File: src/rtl/excl_resv_pkg.sv
package excl_resv_pkg;
  typedef enum logic [1:0] {
    RESP_OKAY   = 2'b00,
    RESP_EXOKAY = 2'b01
  } bresp_e;
endpackage

File: src/rtl/excl_resv_slot.sv
module excl_resv_slot #(
  parameter int ID_W  = 4,
  parameter int TAG_W = 29
) (
  input  logic             clk,
  input  logic             rst_n,
  input  logic             load,
  input  logic [ID_W-1:0]  load_id,
  input  logic [TAG_W-1:0] load_tag,
  input  logic             clear,
  output logic             valid,
  output logic [ID_W-1:0]  id,
  output logic [TAG_W-1:0] tag
);
  logic             valid_q, valid_d;
  logic [ID_W-1:0]  id_q;
  logic [TAG_W-1:0] tag_q;

  // load overrides clear
  always_comb begin
    valid_d = valid_q;
    if (load)       valid_d = 1'b1;
    else if (clear) valid_d = 1'b0;
  end

  always_ff @(posedge clk or negedge rst_n) begin
    if (!rst_n) valid_q <= 1'b0;
    else        valid_q <= valid_d;
  end

  always_ff @(posedge clk) begin
    if (load) begin
      id_q  <= load_id;
      tag_q <= load_tag;
    end
  end

  assign valid = valid_q;
  assign id    = id_q;
  assign tag   = tag_q;

  assert_load_records_R2: assert property (@(posedge clk) disable iff (!rst_n)
    load |=> (valid && id == $past(load_id) && tag == $past(load_tag)));

  assert_clear_drops_R6: assert property (@(posedge clk) disable iff (!rst_n)
    (clear && !load) |=> !valid);

  assert_idle_holds_R5: assert property (@(posedge clk) disable iff (!rst_n)
    (!clear && !load) |=> $stable(valid));
endmodule

File: src/rtl/excl_rr_ptr.sv
module excl_rr_ptr #(
  parameter int N = 2
) (
  input  logic                                clk,
  input  logic                                rst_n,
  input  logic                                advance,
  output logic [((N > 1) ? $clog2(N) : 1)-1:0] ptr
);
  localparam int PW = (N > 1) ? $clog2(N) : 1;

  logic [PW-1:0] ptr_q, ptr_d;

  always_comb begin
    ptr_d = ptr_q;
    if (advance) begin
      if (ptr_q == PW'(N - 1)) ptr_d = '0;
      else                     ptr_d = ptr_q + 1'b1;
    end
  end

  always_ff @(posedge clk or negedge rst_n) begin
    if (!rst_n) ptr_q <= '0;
    else        ptr_q <= ptr_d;
  end

  assign ptr = ptr_q;

  assert_ptr_hold_R3: assert property (@(posedge clk) disable iff (!rst_n)
    !advance |=> $stable(ptr));

  assert_ptr_range_R2: assert property (@(posedge clk) disable iff (!rst_n)
    ptr <= PW'(N - 1));
endmodule

File: src/rtl/excl_wr_resp.sv
module excl_wr_resp (
  input  logic       clk,
  input  logic       rst_n,
  input  logic       wr_seen,
  input  logic       excl_pass,
  output logic       bresp_valid,
  output logic [1:0] bresp_code
);
  import excl_resv_pkg::*;

  logic   valid_q, valid_d;
  bresp_e code_q, code_d;

  always_comb begin
    valid_d = wr_seen;
    code_d  = code_q;
    if (wr_seen) code_d = excl_pass ? RESP_EXOKAY : RESP_OKAY;
  end

  always_ff @(posedge clk or negedge rst_n) begin
    if (!rst_n) begin
      valid_q <= 1'b0;
      code_q  <= RESP_OKAY;
    end else begin
      valid_q <= valid_d;
      code_q  <= code_d;
    end
  end

  assign bresp_valid = valid_q;
  assign bresp_code  = code_q;

  assert_resp_follows_req_R10: assert property (@(posedge clk) disable iff (!rst_n)
    wr_seen |=> bresp_valid);

  assert_resp_only_after_req_R10: assert property (@(posedge clk) disable iff (!rst_n)
    bresp_valid |-> $past(wr_seen));

  assert_code_legal_R4: assert property (@(posedge clk) disable iff (!rst_n)
    bresp_valid |-> (bresp_code == 2'b00 || bresp_code == 2'b01));
endmodule

File: src/rtl/excl_resv_monitor.sv
module excl_resv_monitor #(
  parameter int ID_W      = 4,
  parameter int ADDR_W    = 32,
  parameter int GRAN_LSB  = 3,
  parameter int NUM_SLOTS = 2
) (
  input  logic              clk,
  input  logic              rst_n,
  input  logic              rd_req_valid,
  input  logic              rd_req_lock,
  input  logic [ID_W-1:0]   rd_req_id,
  input  logic [ADDR_W-1:0] rd_req_addr,
  input  logic              wr_req_valid,
  input  logic              wr_req_lock,
  input  logic [ID_W-1:0]   wr_req_id,
  input  logic [ADDR_W-1:0] wr_req_addr,
  output logic              wr_mem_en,
  output logic              bresp_valid,
  output logic [1:0]        bresp_code
);
  localparam int TAG_W = ADDR_W - GRAN_LSB;
  localparam int PW    = (NUM_SLOTS > 1) ? $clog2(NUM_SLOTS) : 1;

  logic [TAG_W-1:0] rd_tag, wr_tag;
  logic             unused_low_bits;
  logic             rd_excl, wr_excl;
  logic             any_rd_id_hit, excl_pass;
  logic [PW-1:0]    ptr;

  logic [NUM_SLOTS-1:0] slot_valid, slot_load, slot_clear;
  logic [NUM_SLOTS-1:0] rd_id_hit, wr_tag_hit, wr_excl_hit;
  logic [ID_W-1:0]      slot_id  [NUM_SLOTS];
  logic [TAG_W-1:0]     slot_tag [NUM_SLOTS];

  assign rd_tag          = rd_req_addr[ADDR_W-1:GRAN_LSB];
  assign wr_tag          = wr_req_addr[ADDR_W-1:GRAN_LSB];
  assign unused_low_bits = ^{rd_req_addr[GRAN_LSB-1:0], wr_req_addr[GRAN_LSB-1:0]};

  assign rd_excl = rd_req_valid && rd_req_lock;
  assign wr_excl = wr_req_valid && wr_req_lock;

  genvar i;
  generate
    for (i = 0; i < NUM_SLOTS; i++) begin : g_slot
      assign rd_id_hit[i]   = slot_valid[i] && (slot_id[i] == rd_req_id);
      assign wr_tag_hit[i]  = slot_valid[i] && (slot_tag[i] == wr_tag);
      assign wr_excl_hit[i] = wr_tag_hit[i] && (slot_id[i] == wr_req_id);
      // in-place update for a known ID, else the round-robin victim
      assign slot_load[i]   = rd_excl &&
                              (any_rd_id_hit ? rd_id_hit[i] : (ptr == PW'(i)));
      assign slot_clear[i]  = wr_mem_en && wr_tag_hit[i];

      excl_resv_slot #(
        .ID_W  (ID_W),
        .TAG_W (TAG_W)
      ) u_slot (
        .clk      (clk),
        .rst_n    (rst_n),
        .load     (slot_load[i]),
        .load_id  (rd_req_id),
        .load_tag (rd_tag),
        .clear    (slot_clear[i]),
        .valid    (slot_valid[i]),
        .id       (slot_id[i]),
        .tag      (slot_tag[i])
      );
    end
  endgenerate

  assign any_rd_id_hit = |rd_id_hit;
  assign excl_pass     = wr_excl && (|wr_excl_hit);
  assign wr_mem_en     = wr_req_valid && (!wr_req_lock || excl_pass);

  excl_rr_ptr #(
    .N (NUM_SLOTS)
  ) u_ptr (
    .clk     (clk),
    .rst_n   (rst_n),
    .advance (rd_excl && !any_rd_id_hit),
    .ptr     (ptr)
  );

  excl_wr_resp u_resp (
    .clk         (clk),
    .rst_n       (rst_n),
    .wr_seen     (wr_req_valid),
    .excl_pass   (excl_pass),
    .bresp_valid (bresp_valid),
    .bresp_code  (bresp_code)
  );

  // one live slot per ID at most
  generate
    for (i = 0; i < NUM_SLOTS; i++) begin : g_uniq_outer
      for (genvar j = i + 1; j < NUM_SLOTS; j++) begin : g_uniq_inner
        always_comb begin
          if (rst_n) begin
            assert_unique_id_R3: assert (!(slot_valid[i] && slot_valid[j] &&
                                           slot_id[i] == slot_id[j]));
          end
        end
      end
    end
  endgenerate

  assert_exokay_needs_excl_R4: assert property (@(posedge clk) disable iff (!rst_n)
    (bresp_valid && bresp_code == 2'b01) |-> $past(wr_req_valid && wr_req_lock && wr_mem_en));

  assert_single_load_R2: assert property (@(posedge clk) disable iff (!rst_n)
    $onehot0(slot_load));

  assert_plain_read_inert_R7: assert property (@(posedge clk) disable iff (!rst_n)
    (!(rd_req_valid && rd_req_lock) && !wr_mem_en) |=> ($stable(slot_valid) && $stable(ptr)));

  assert_failed_store_blocked_R5: assert property (@(posedge clk) disable iff (!rst_n)
    (bresp_valid && bresp_code == 2'b00 && $past(wr_req_lock)) |-> !$past(wr_mem_en));
endmodule

File: config.mk
export PLATFORM = sky130hd
export DESIGN_NAME = excl_resv_monitor
export DESIGN_NICKNAME = d
export VERILOG_FILES = /design/src/rtl/excl_resv_pkg.sv /design/src/rtl/excl_resv_slot.sv /design/src/rtl/excl_rr_ptr.sv /design/src/rtl/excl_wr_resp.sv /design/src/rtl/excl_resv_monitor.sv
export SDC_FILE = /design/constraint.sdc
export NUM_CORES = 1
export LEC_CHECK = 0
export ABC_AREA = 0
export BUFFER_PORTS_ARGS = -buffer_cell sky130_fd_sc_hd__buf_4
export CAP_MARGIN = 20
export CORE_UTILIZATION = 50
export DETAILED_ROUTE_END_ITERATION = 6
export GPL_TIMING_DRIVEN = 0
export PLACE_DENSITY_LB_ADDON = 0.05
export SLEW_MARGIN = 25
export SYNTH_ARGS = -nofsm -noshare
export SYNTH_HDL_FRONTEND = slang
export SYNTH_SLANG_ARGS = --single-unit
export TNS_END_PERCENT = 30
File: constraint.sdc
create_clock -name clk -period 7.35 [get_ports clk]
set_clock_uncertainty 0.15 [all_clocks]
set_input_delay 0.735 -clock clk [delete_from_list [all_inputs] [get_ports clk]]
set_output_delay 0.735 -clock clk [all_outputs]
set_load 0.02 [all_outputs]
Yosys cells after proc, flatten, opt, wreduce, memory -nomap -nowiden
Cells that the tools add are included.

Add/subtract/negate cells: 1. Equality and inequality tests: 6. Muxes and demuxes: 8. Bitwise logic cells: 1. Reductions and logical operators: 22.

Operator list (number): 29-bit equality test (2); 4-bit equality test (4); 1-bit logical AND (15); 1-bit 2-to-1 mux (8); 2-bit nonzero test (2); 2-bit OR reduction (2); 1-bit zero test (2); 1-bit adder, second input constant (1); 1-bit logical OR (1); 1-bit NOT (1).

Register bits after elaboration: 72. Output and inout port bits: 4. Logic and storage cells: 47.

Longest topological paths before layout
Gate-level depths: netlist (run 1).

Depth after elaboration: 10. Mapped depth: 6. Gate-level depth less buffers: 6.

By module
A second synthesis (run 1) with hierarchy kept.

Cells, all modules: 201. Area, all modules: 3121.7 sq um.

Modules (own cells, without submodules): excl_resv_slot (instances 2, cells an instance 36, area an instance 1027.2 sq um, sequential area each 1016.0 sq um); excl_resv_monitor (instances 1, cells an instance 122, area an instance 957.2 sq um, sequential area each 0.0 sq um); excl_wr_resp (instances 1, cells an instance 5, area an instance 76.3 sq um, sequential area each 50.0 sq um); excl_rr_ptr (instances 1, cells an instance 2, area an instance 33.8 sq um, sequential area each 25.0 sq um).

Worst setup path after synthesis (run 1)
OpenSTA, ideal clock, no wires.

Path kind: input to register. Start: input port rd_req_id[2]. End: register g_slot[1].u_slot.id_q[0] (enable). Library setup time: 0.425 ns. Data arrival time: 2.791 ns. Slack: 3.985 ns. Stages on the path: 4. Path buffers: 0. Cell sequence: xor2_1 -> nor4_1 -> a21oi_1 -> nor2_1.

Longest elaborated chain between the ends: 5. Elaborated cells on any way between the ends: 7. Classes of those cells: eq/ne (2); mux (1); reduce/logical (4).

RTL lines: start, declared (RTL line excl_resv_monitor.sv:11) `input logic [ID_W-1:0] rd_req_id,`; 4-bit equality test (RTL line excl_resv_monitor.sv:45) `assign rd_id_hit[i] = slot_valid[i] && (slot_id[i] == rd_req_id);`; 1-bit logical AND (RTL line excl_resv_monitor.sv:45); 2-bit OR reduction (RTL line excl_resv_monitor.sv:70) `assign any_rd_id_hit = |rd_id_hit;`; 1-bit 2-to-1 mux (*) (RTL line excl_resv_monitor.sv:50) `(any_rd_id_hit ? rd_id_hit[i] : (ptr == PW'(i)));`; 1-bit logical AND (*) (RTL line excl_resv_monitor.sv:49) `assign slot_load[i] = rd_excl &&`; net g_slot[1].u_slot.load (RTL line excl_resv_slot.sv:7) `input logic load,`; end signal, assigned (RTL line excl_resv_slot.sv:33) `id_q <= load_id;`; end, declared (RTL line excl_resv_slot.sv:16) `logic [ID_W-1:0] id_q;`.

Mark *: on every way through the listed nets, which the timed path passes. The rest lies on a longest branch. A chain may end at the register's enable or synchronous reset.

Worst setup path in the final report (run 1)
Start: input port wr_req_addr[13]. End: output port wr_mem_en.

Longest elaborated chain between the ends: 7. Elaborated cells on any way between the ends: 10. Classes of those cells: eq/ne (2); reduce/logical (8).

RTL lines: start, declared (RTL line excl_resv_monitor.sv:16) `input logic [ADDR_W-1:0] wr_req_addr,`; 29-bit equality test (RTL line excl_resv_monitor.sv:46) `assign wr_tag_hit[i] = slot_valid[i] && (slot_tag[i] == wr_tag);`; 1-bit logical AND (RTL line excl_resv_monitor.sv:46); 1-bit logical AND (RTL line excl_resv_monitor.sv:47) `assign wr_excl_hit[i] = wr_tag_hit[i] && (slot_id[i] == wr_req_id);`; 2-bit OR reduction (*) (RTL line excl_resv_monitor.sv:71) `assign excl_pass = wr_excl && (|wr_excl_hit);`; 1-bit logical AND (*) (RTL line excl_resv_monitor.sv:71); 1-bit logical OR (*) (RTL line excl_resv_monitor.sv:72) `assign wr_mem_en = wr_req_valid && (!wr_req_lock || excl_pass);`; 1-bit logical AND (*) (RTL line excl_resv_monitor.sv:72); end, declared (RTL line excl_resv_monitor.sv:17) `output logic wr_mem_en,`.

Mark *: on every way between the ends. The rest lies on a longest branch, timed or not.

==> metrics.csv, run 1 <==
stage,metric,value,unit
run_status,outcome,"finished, final reports clean",
clock_network,worstSkewPairLatency,0.35,ns
clock_network,cts_made_buffers,9,
logic_synthesis,synth_mux_area_share,0,%
critical_path,slowest_stage,nor4_1,
logic_synthesis,avgSynthCellArea,15.6,um2
clock_network,clock-sinks,71,
critical_path,timing.critical_path.mode_cell,buf_4,
detailed_routing,drt_iter0_drc,38,
grt,grt_overflow,0,
critical_path,cp_max_fo,3,
clock_network,cts-root-buf,clkbuf_8,
clock_network,cts.clk_slew.worst_paths,0.08,ns
logic_synthesis,synth_top_family_by_area,XOR/XNOR gates,
logic_synthesis,ys.flop_type,edfxtp_1,
critical_path,start_kind,primary input,
grt,grt_pass1_vias,1862,
logic_synthesis,synth_most_common_cell,edfxtp_1,
logic_synthesis,syn_inst,198,
die,initial_utilization,52.0,%
sta,slew_headroom,63.6,%
logic_synthesis,syn_nets,276,
sta,setup_slack,4.23,ns
sta,finalMaxSlewViolations,0,
die,row_count,28,
logic_synthesis,synth_edf_count,66,
critical_path,crit_arrival,2.24,ns
die,die_h,80.5,um
sta,report.final.hold_viol_count,0,
logic_synthesis,yosys_warnings,0,
critical_path,cp_cell_sequence,buf_4 > xnor2_1 > nand4_1 > nor4_1 > nand3b_1 > a31oi_1 > buf_4,
critical_path,cpLargestDelayFamily,simple AND/OR/NAND/NOR gates,
clock_network,htreeDepth,3,
logic_synthesis,ys_async_sr_fraction,7.04,%
sta,whs,0.0208,ns
finish,utilization,68.3,%
power_and_ir_drop,p_total,0.00104,W
hold_path,min_path_type,primary input to asynchronous set/reset pin,
power_and_ir_drop,p_per_area,256,nW/um2
detailed_routing,drc_errors,0,
finish,area_growth,31.3,%
die,die_area,6480,um2
clock_network,cts_tree,built,
detailed_routing,drt_pass1_iterations,6,
placed_design,portBuffers,74,
detailed_routing,ant_nets,0,
placed_design,pre_cts_ws,4.18,ns
logic_synthesis,ys_seq_elements,71,
logic_synthesis,synthTopCellsByCount,"edfxtp_1 (66), xnor2_1 (57), nand4_1 (14)",
placed_design,post-dp-hpwl,4.37,mm
finish,insertedDiodeCount,0,
logic_synthesis,synth_cell_types,27,
power_and_ir_drop,ir_drop,0.160,mV
logic_synthesis,synth_xor_area_share,19.9,%
die,pin_count,82,
clock_network,cts_resized,0,
clock_network,cts_hold_buf,0,
detailed_routing,via_count,1851,
logic_synthesis,synthSimpleGateAreaFrac,7.47,%
detailed_routing,viasPerCell,5.07,
logic_synthesis,yosysSeqAreaShare,68.4,%
sta,fmax,320,MHz
finish,num-fill-cells,433,
flow_run,cap_violations,0,
logic_synthesis,synth_compound_area_share,3.17,%
critical_path,cp.buffers_inverters,2,
sta,grt_setup_unrepaired,false,
power_and_ir_drop,p_leak,1.44,nW
die,fp.coreArea,5920,um2
finish,multi_input_area,960,um2
finish,design.final.nets,363,
clock_network,clock_path_buffers,2,
critical_path,crit_required,6.46,ns
logic_synthesis,synth_top_cell_area_share,64.3,%
grt,grt_pass1_wl,8.74,mm
logic_synthesis,synth_area,3080,um2
sta,min_period,3.12,ns
logic_synthesis,synth_adder_area_share,0,%
sta,setup_viol,0,
logic_synthesis,synth.area.top_cells,"edfxtp_1 (64%), xnor2_1 (16%), dfrtp_1 (4.1%)",
grt,antenna_found_initial,0,
placed_design,gp_congestion,0.765,
die,die_w,80.5,um
clock_network,post-cts-setup-buffers,0,
logic_synthesis,synth_top_area_cell,edfxtp_1,
critical_path,crit_type,primary input to output pin,
finish,layout-drive-gt1-share,34.1,%
sta,tightest_slew,0.545,ns
grt,grt_start_max_net_pins,24,
sta,setup_tns,0,ns
sta,fin_crit_sh,42.5,%
detailed_routing,routed_wl,5.76,mm
critical_path,cpPeakStageDelay,0.49,ns
grt,grt.total_usage,19.6,%
critical_path,crit_path_end_kind,output pin,
finish,seq_area,2110,um2
detailed_routing,wl_per_cell,15.8,um
==> final timing paths <==
kind,from,endpoint,slack (ns),cells after the start
min reg2reg,u_ptr.ptr,u_ptr.ptr,0.36,1
max reg2reg,g_slot[1].u_slot.id[2],g_slot[1].u_slot.tag[0],5.06,5
min in group clk,u_ptr.ptr,u_ptr.ptr,0.36,1
max,wr_req_addr[13],wr_mem_en,4.23,7
max in group asynchronous,rst_n,u_resp.bresp_valid,6.92,1
min,rst_n,g_slot[0].u_slot.valid,0.02,1
==> sequential cells by signal (all words and copies together) (netlist names) <==
name                 flops
g_slot.u_slot.id         8
u_resp.bresp_code        1
u_ptr.ptr                1
u_resp.bresp_valid       1
g_slot.u_slot.valid      2
g_slot.u_slot.tag       58
==> logic make-up after synthesis <==
family,count (synthesis)
DFF,71
xor gates and xnor gates,70
and+or+nand+nor,37
AOI/OAI and AO/OA,12
buffers and inverters,7
other,1
==> routing by layer <==
metal / track usage [%] / vias to the layer above / routed length [um]
met2: 31.8 / 54 / 2810
li1: - / 908 / -
met1: 23.7 / 876 / 2500
met4: 12.3 / 0 / 155
met3: 4.32 / 13 / 290
met5: 0 / - / 0
==> worst register-to-register path: stages (launching register included) <==
cell and delay (ns):
edfxtp_1 0.43, xor2_1 0.16, nor4_1 0.44, a21oi_1 0.13, nor2_4 0.45, buf_16 0.24
==> layout make-up <==
class,instances,share of cell area [%]
buffer,1,0.186
clock inverter,7,2.97
clock buffer,9,3.06
sequential,71,52.1
timing repair buffer,76,15.1
tap,75,2.32
multi-input combinational,120,23.7
inverter,6,0.557
==> cells in the final DEF, fill, tap and decap left out, types with 2 or more instances in the layout <==
cell type	n
clkinv_1	2
inv_1	4
o221ai_1	2
clkbuf_8	9
bufinv_16	3
nand3_1	3
edfxtp_1	66
nor4_1	4
dfrtp_1	5
a21o_1	2
buf_16	2
nor4_2	3
nand2_1	5
xor2_1	13
buf_4	75
a22o_1	2
nand4_1	14
xnor2_1	57
nor2_4	2
nand2b_1	2
a311o_1	2
==> power by group <==
group	switching (W)	internal [W]	total (W)
sequential	0.0000183	0.000492	0.000510
clock	0.000149	0.000226	0.000375
combinational	0.0000738	0.0000765	0.000150
total	0.000241	0.000795	0.00104
==> metrics by stage <==
step	area (um2)	cells
floorplan	3080	198
global placement	3730	347
detailed placement	3800	349
CTS	4050	365
global route	4050	365
finish	4050	365
Power figures use the tool's default switching activity.
==> inputs of run 2 (changes only) <==
- clock period: 7.35 -> 3.1 ns (I/O delays scaled with it)
==> run 2 against run 1 <==
  * First-iteration DRC count rose by 2.6%
  * Setup slack got worse by 3.7 ns
  * Register-to-register slack worse by 4.3 ns
  * Largest cell class unchanged
  * Largest power group unchanged
==> metrics.csv, run 2 (synthesized netlist as in run 1, its figures left out) <==
stage,metric,value,unit
power_and_ir_drop,p_per_area,571,nW/um2
power_and_ir_drop,p_leak,1.57,nW
sta,tightest_slew,0.544,ns
die,row_count,28,
detailed_routing,routed_wl,6.02,mm
clock_network,cts.clk_slew.worst_paths,0.08,ns
finish,largest_register_ffs,58,
flow_run,cap_violations,0,
placed_design,portBuffers,74,
critical_path,slowest_stage,nor4_1,
critical_path,cpPeakStageDelay,0.45,ns
detailed_routing,wl_per_cell,15.2,um
clock_network,post-cts-setup-buffers,0,
power_and_ir_drop,intPower,0.00191,W
finish,design.final.nets,394,
critical_path,crit_type,register to output pin,
die,pin_count,82,
detailed_routing,ant_nets,0,
power_and_ir_drop,ir_drop,0.387,mV
grt,grt_pass1_vias,2033,
critical_path,cp_max_fo,3,
clock_network,clock_path_buffers,2,
placed_design,gp_congestion,0.765,
sta,min_period,2.62,ns
die,die_area,6480,um2
finish,mostFrequentLayoutCell,buf_4,
critical_path,crit_path_end_kind,output pin,
sta,grt_setup_unrepaired,false,
grt,grt.total_usage,20.4,%
critical_path,cpLargestDelayFamily,simple AND/OR/NAND/NOR gates,
grt,antenna_found_initial,0,
clock_network,worstSkewPairLatency,0.35,ns
die,fp.coreArea,5920,um2
sta,finalMaxSlewViolations,0,
grt,grt_overflow,0,
critical_path,cp_cell_sequence,xnor2_1 > nand4_1 > nor4_1 > nand3b_1 > a31oi_1 > buf_4,
finish,final_area,4360,um2
detailed_routing,drt_iter0_drc,39,
critical_path,crit_required,2.64,ns
sta,setup_viol,0,
grt,grt_start_max_net_pins,24,
clock_network,cts_made_buffers,9,
power_and_ir_drop,comb_power_share,15.6,%
run_status,outcome,"finished, final reports clean",
finish,area_growth,41.3,%
critical_path,crit_arrival,2.16,ns
clock_network,cts-root-buf,clkbuf_8,
power_and_ir_drop,p_total,0.00249,W
power_and_ir_drop,switching_share,23.2,%
detailed_routing,drc_errors,0,
clock_network,cts_tree,built,
finish,insertedDiodeCount,0,
power_and_ir_drop,p_switching,0.000577,W
detailed_routing,via_count,1970,
critical_path,start_kind,register,
placed_design,post_dp_cell_area,3800,um2
die,die_h,80.5,um
hold_path,min_path_type,primary input to register,
sta,setup_slack,0.479,ns
finish,final_cell_mix,"buf_4 (75), edfxtp_1 (66), xnor2_1 (57)",
sta,report.final.hold_viol_count,0,
clock_network,htreeDepth,3,
detailed_routing,drt_pass1_iterations,4,
sta,slew_headroom,63.6,%
placed_design,post-dp-hpwl,4.37,mm
die,initial_utilization,52.0,%
critical_path,cp.buffers_inverters,1,
grt,grt_pass1_wl,9.18,mm
sta,fmax,381,MHz
power_and_ir_drop,p_seq_share,48.6,%
sta,fin_crit_sh,84.6,%
finish,layout-drive-gt1-share,30.8,%
clock_network,clock-sinks,71,
die,die_w,80.5,um
power_and_ir_drop,pwr-share-clk,35.7,%
sta,setup_tns,0,ns
placed_design,pre_cts_ws,0.749,ns
detailed_routing,viasPerCell,4.97,
[run 2: changes by cell type in the layout (fill, tap and decap cells not counted)]
cell           previous run  this run
dlygate4sd3_1             0        31
[run 2: worst reg2reg max path, stage by stage (launching register included)]
cell and delay, ns:
edfxtp_1 0.43, xor2_1 0.16, nor4_1 0.44, a21oi_1 0.13, nor2_4 0.45, buf_16 0.23
[run 2: repair_timing]
action                                 CTS  global route
resized for setup                        0             0
hold buffers                            31             0
setup endpoints to repair                0             0
endpoints found under the hold margin   64             0
[run 2: final cells by class]
cell class | instances | area, um2
flip-flops and latches | 71 | 2110
fillers | 390 | 1570
multi-input cells | 120 | 960
repair buffers | 107 | 921
clock buffers | 9 | 124
clock inverters | 7 | 120
well taps | 75 | 93.8
inverters | 6 | 22.5
plain buffers | 1 | 7.51
[run 2: power groups by stage]
| stage | sequential, W | clock [W] | combinational (W) |
|---|---|---|---|
| floorplan | 0.00123 | 0 | 0.000178 |
| global placement | 0.00124 | 0 | 0.000319 |
| detailed placement | 0.00123 | 0 | 0.000361 |
| CTS | 0.00121 | 0.000907 | 0.000394 |
| global route | 0.00122 | 0.000936 | 0.000422 |
| finish | 0.00121 | 0.000889 | 0.000388 |
[run 2: worst paths after layout]
| check | from | to | slack (ns) | cells after the start |
|---|---|---|---|---|
| max in group asynchronous | rst_n | u_resp.bresp_valid | 2.54 | 2 |
| hold reg to reg | u_ptr.ptr | u_ptr.ptr | 0.36 | 1 |
| setup / recovery | g_slot[0].u_slot.tag[9] | wr_mem_en | 0.48 | 6 |
| hold / removal | rd_req_id[3] | g_slot[0].u_slot.id[3] | 0.02 | 1 |
| setup reg to reg | g_slot[1].u_slot.id[2] | g_slot[1].u_slot.tag[9] | 0.81 | 5 |
| min in group asynchronous | rst_n | g_slot[0].u_slot.valid | 0.14 | 2 |
[run 2: through the flow]
step | cells | hold WS (ns) | utilization, %
3_3_place_gp | 347 | -0.0339 | 63.0
6_report | 396 | 0.0220 | 73.6
5_1_grt | 396 | 0.0108 | 73.6
2_1_floorplan | 198 | -0.136 | -
3_5_place_dp | 349 | -0.0323 | 64.2
4_1_cts | 396 | 0.00870 | 73.6
[run 2: layer usage]
metal / vias up / part of all wire [%] / global-route usage [%]
met5: - / 0 / 0
met2: 61 / 50 / 33.8
met1: 923 / 43 / 24.1
met3: 15 / 4.3 / 4.20
met4: 0 / 2.7 / 12.9
li1: 971 / - / -
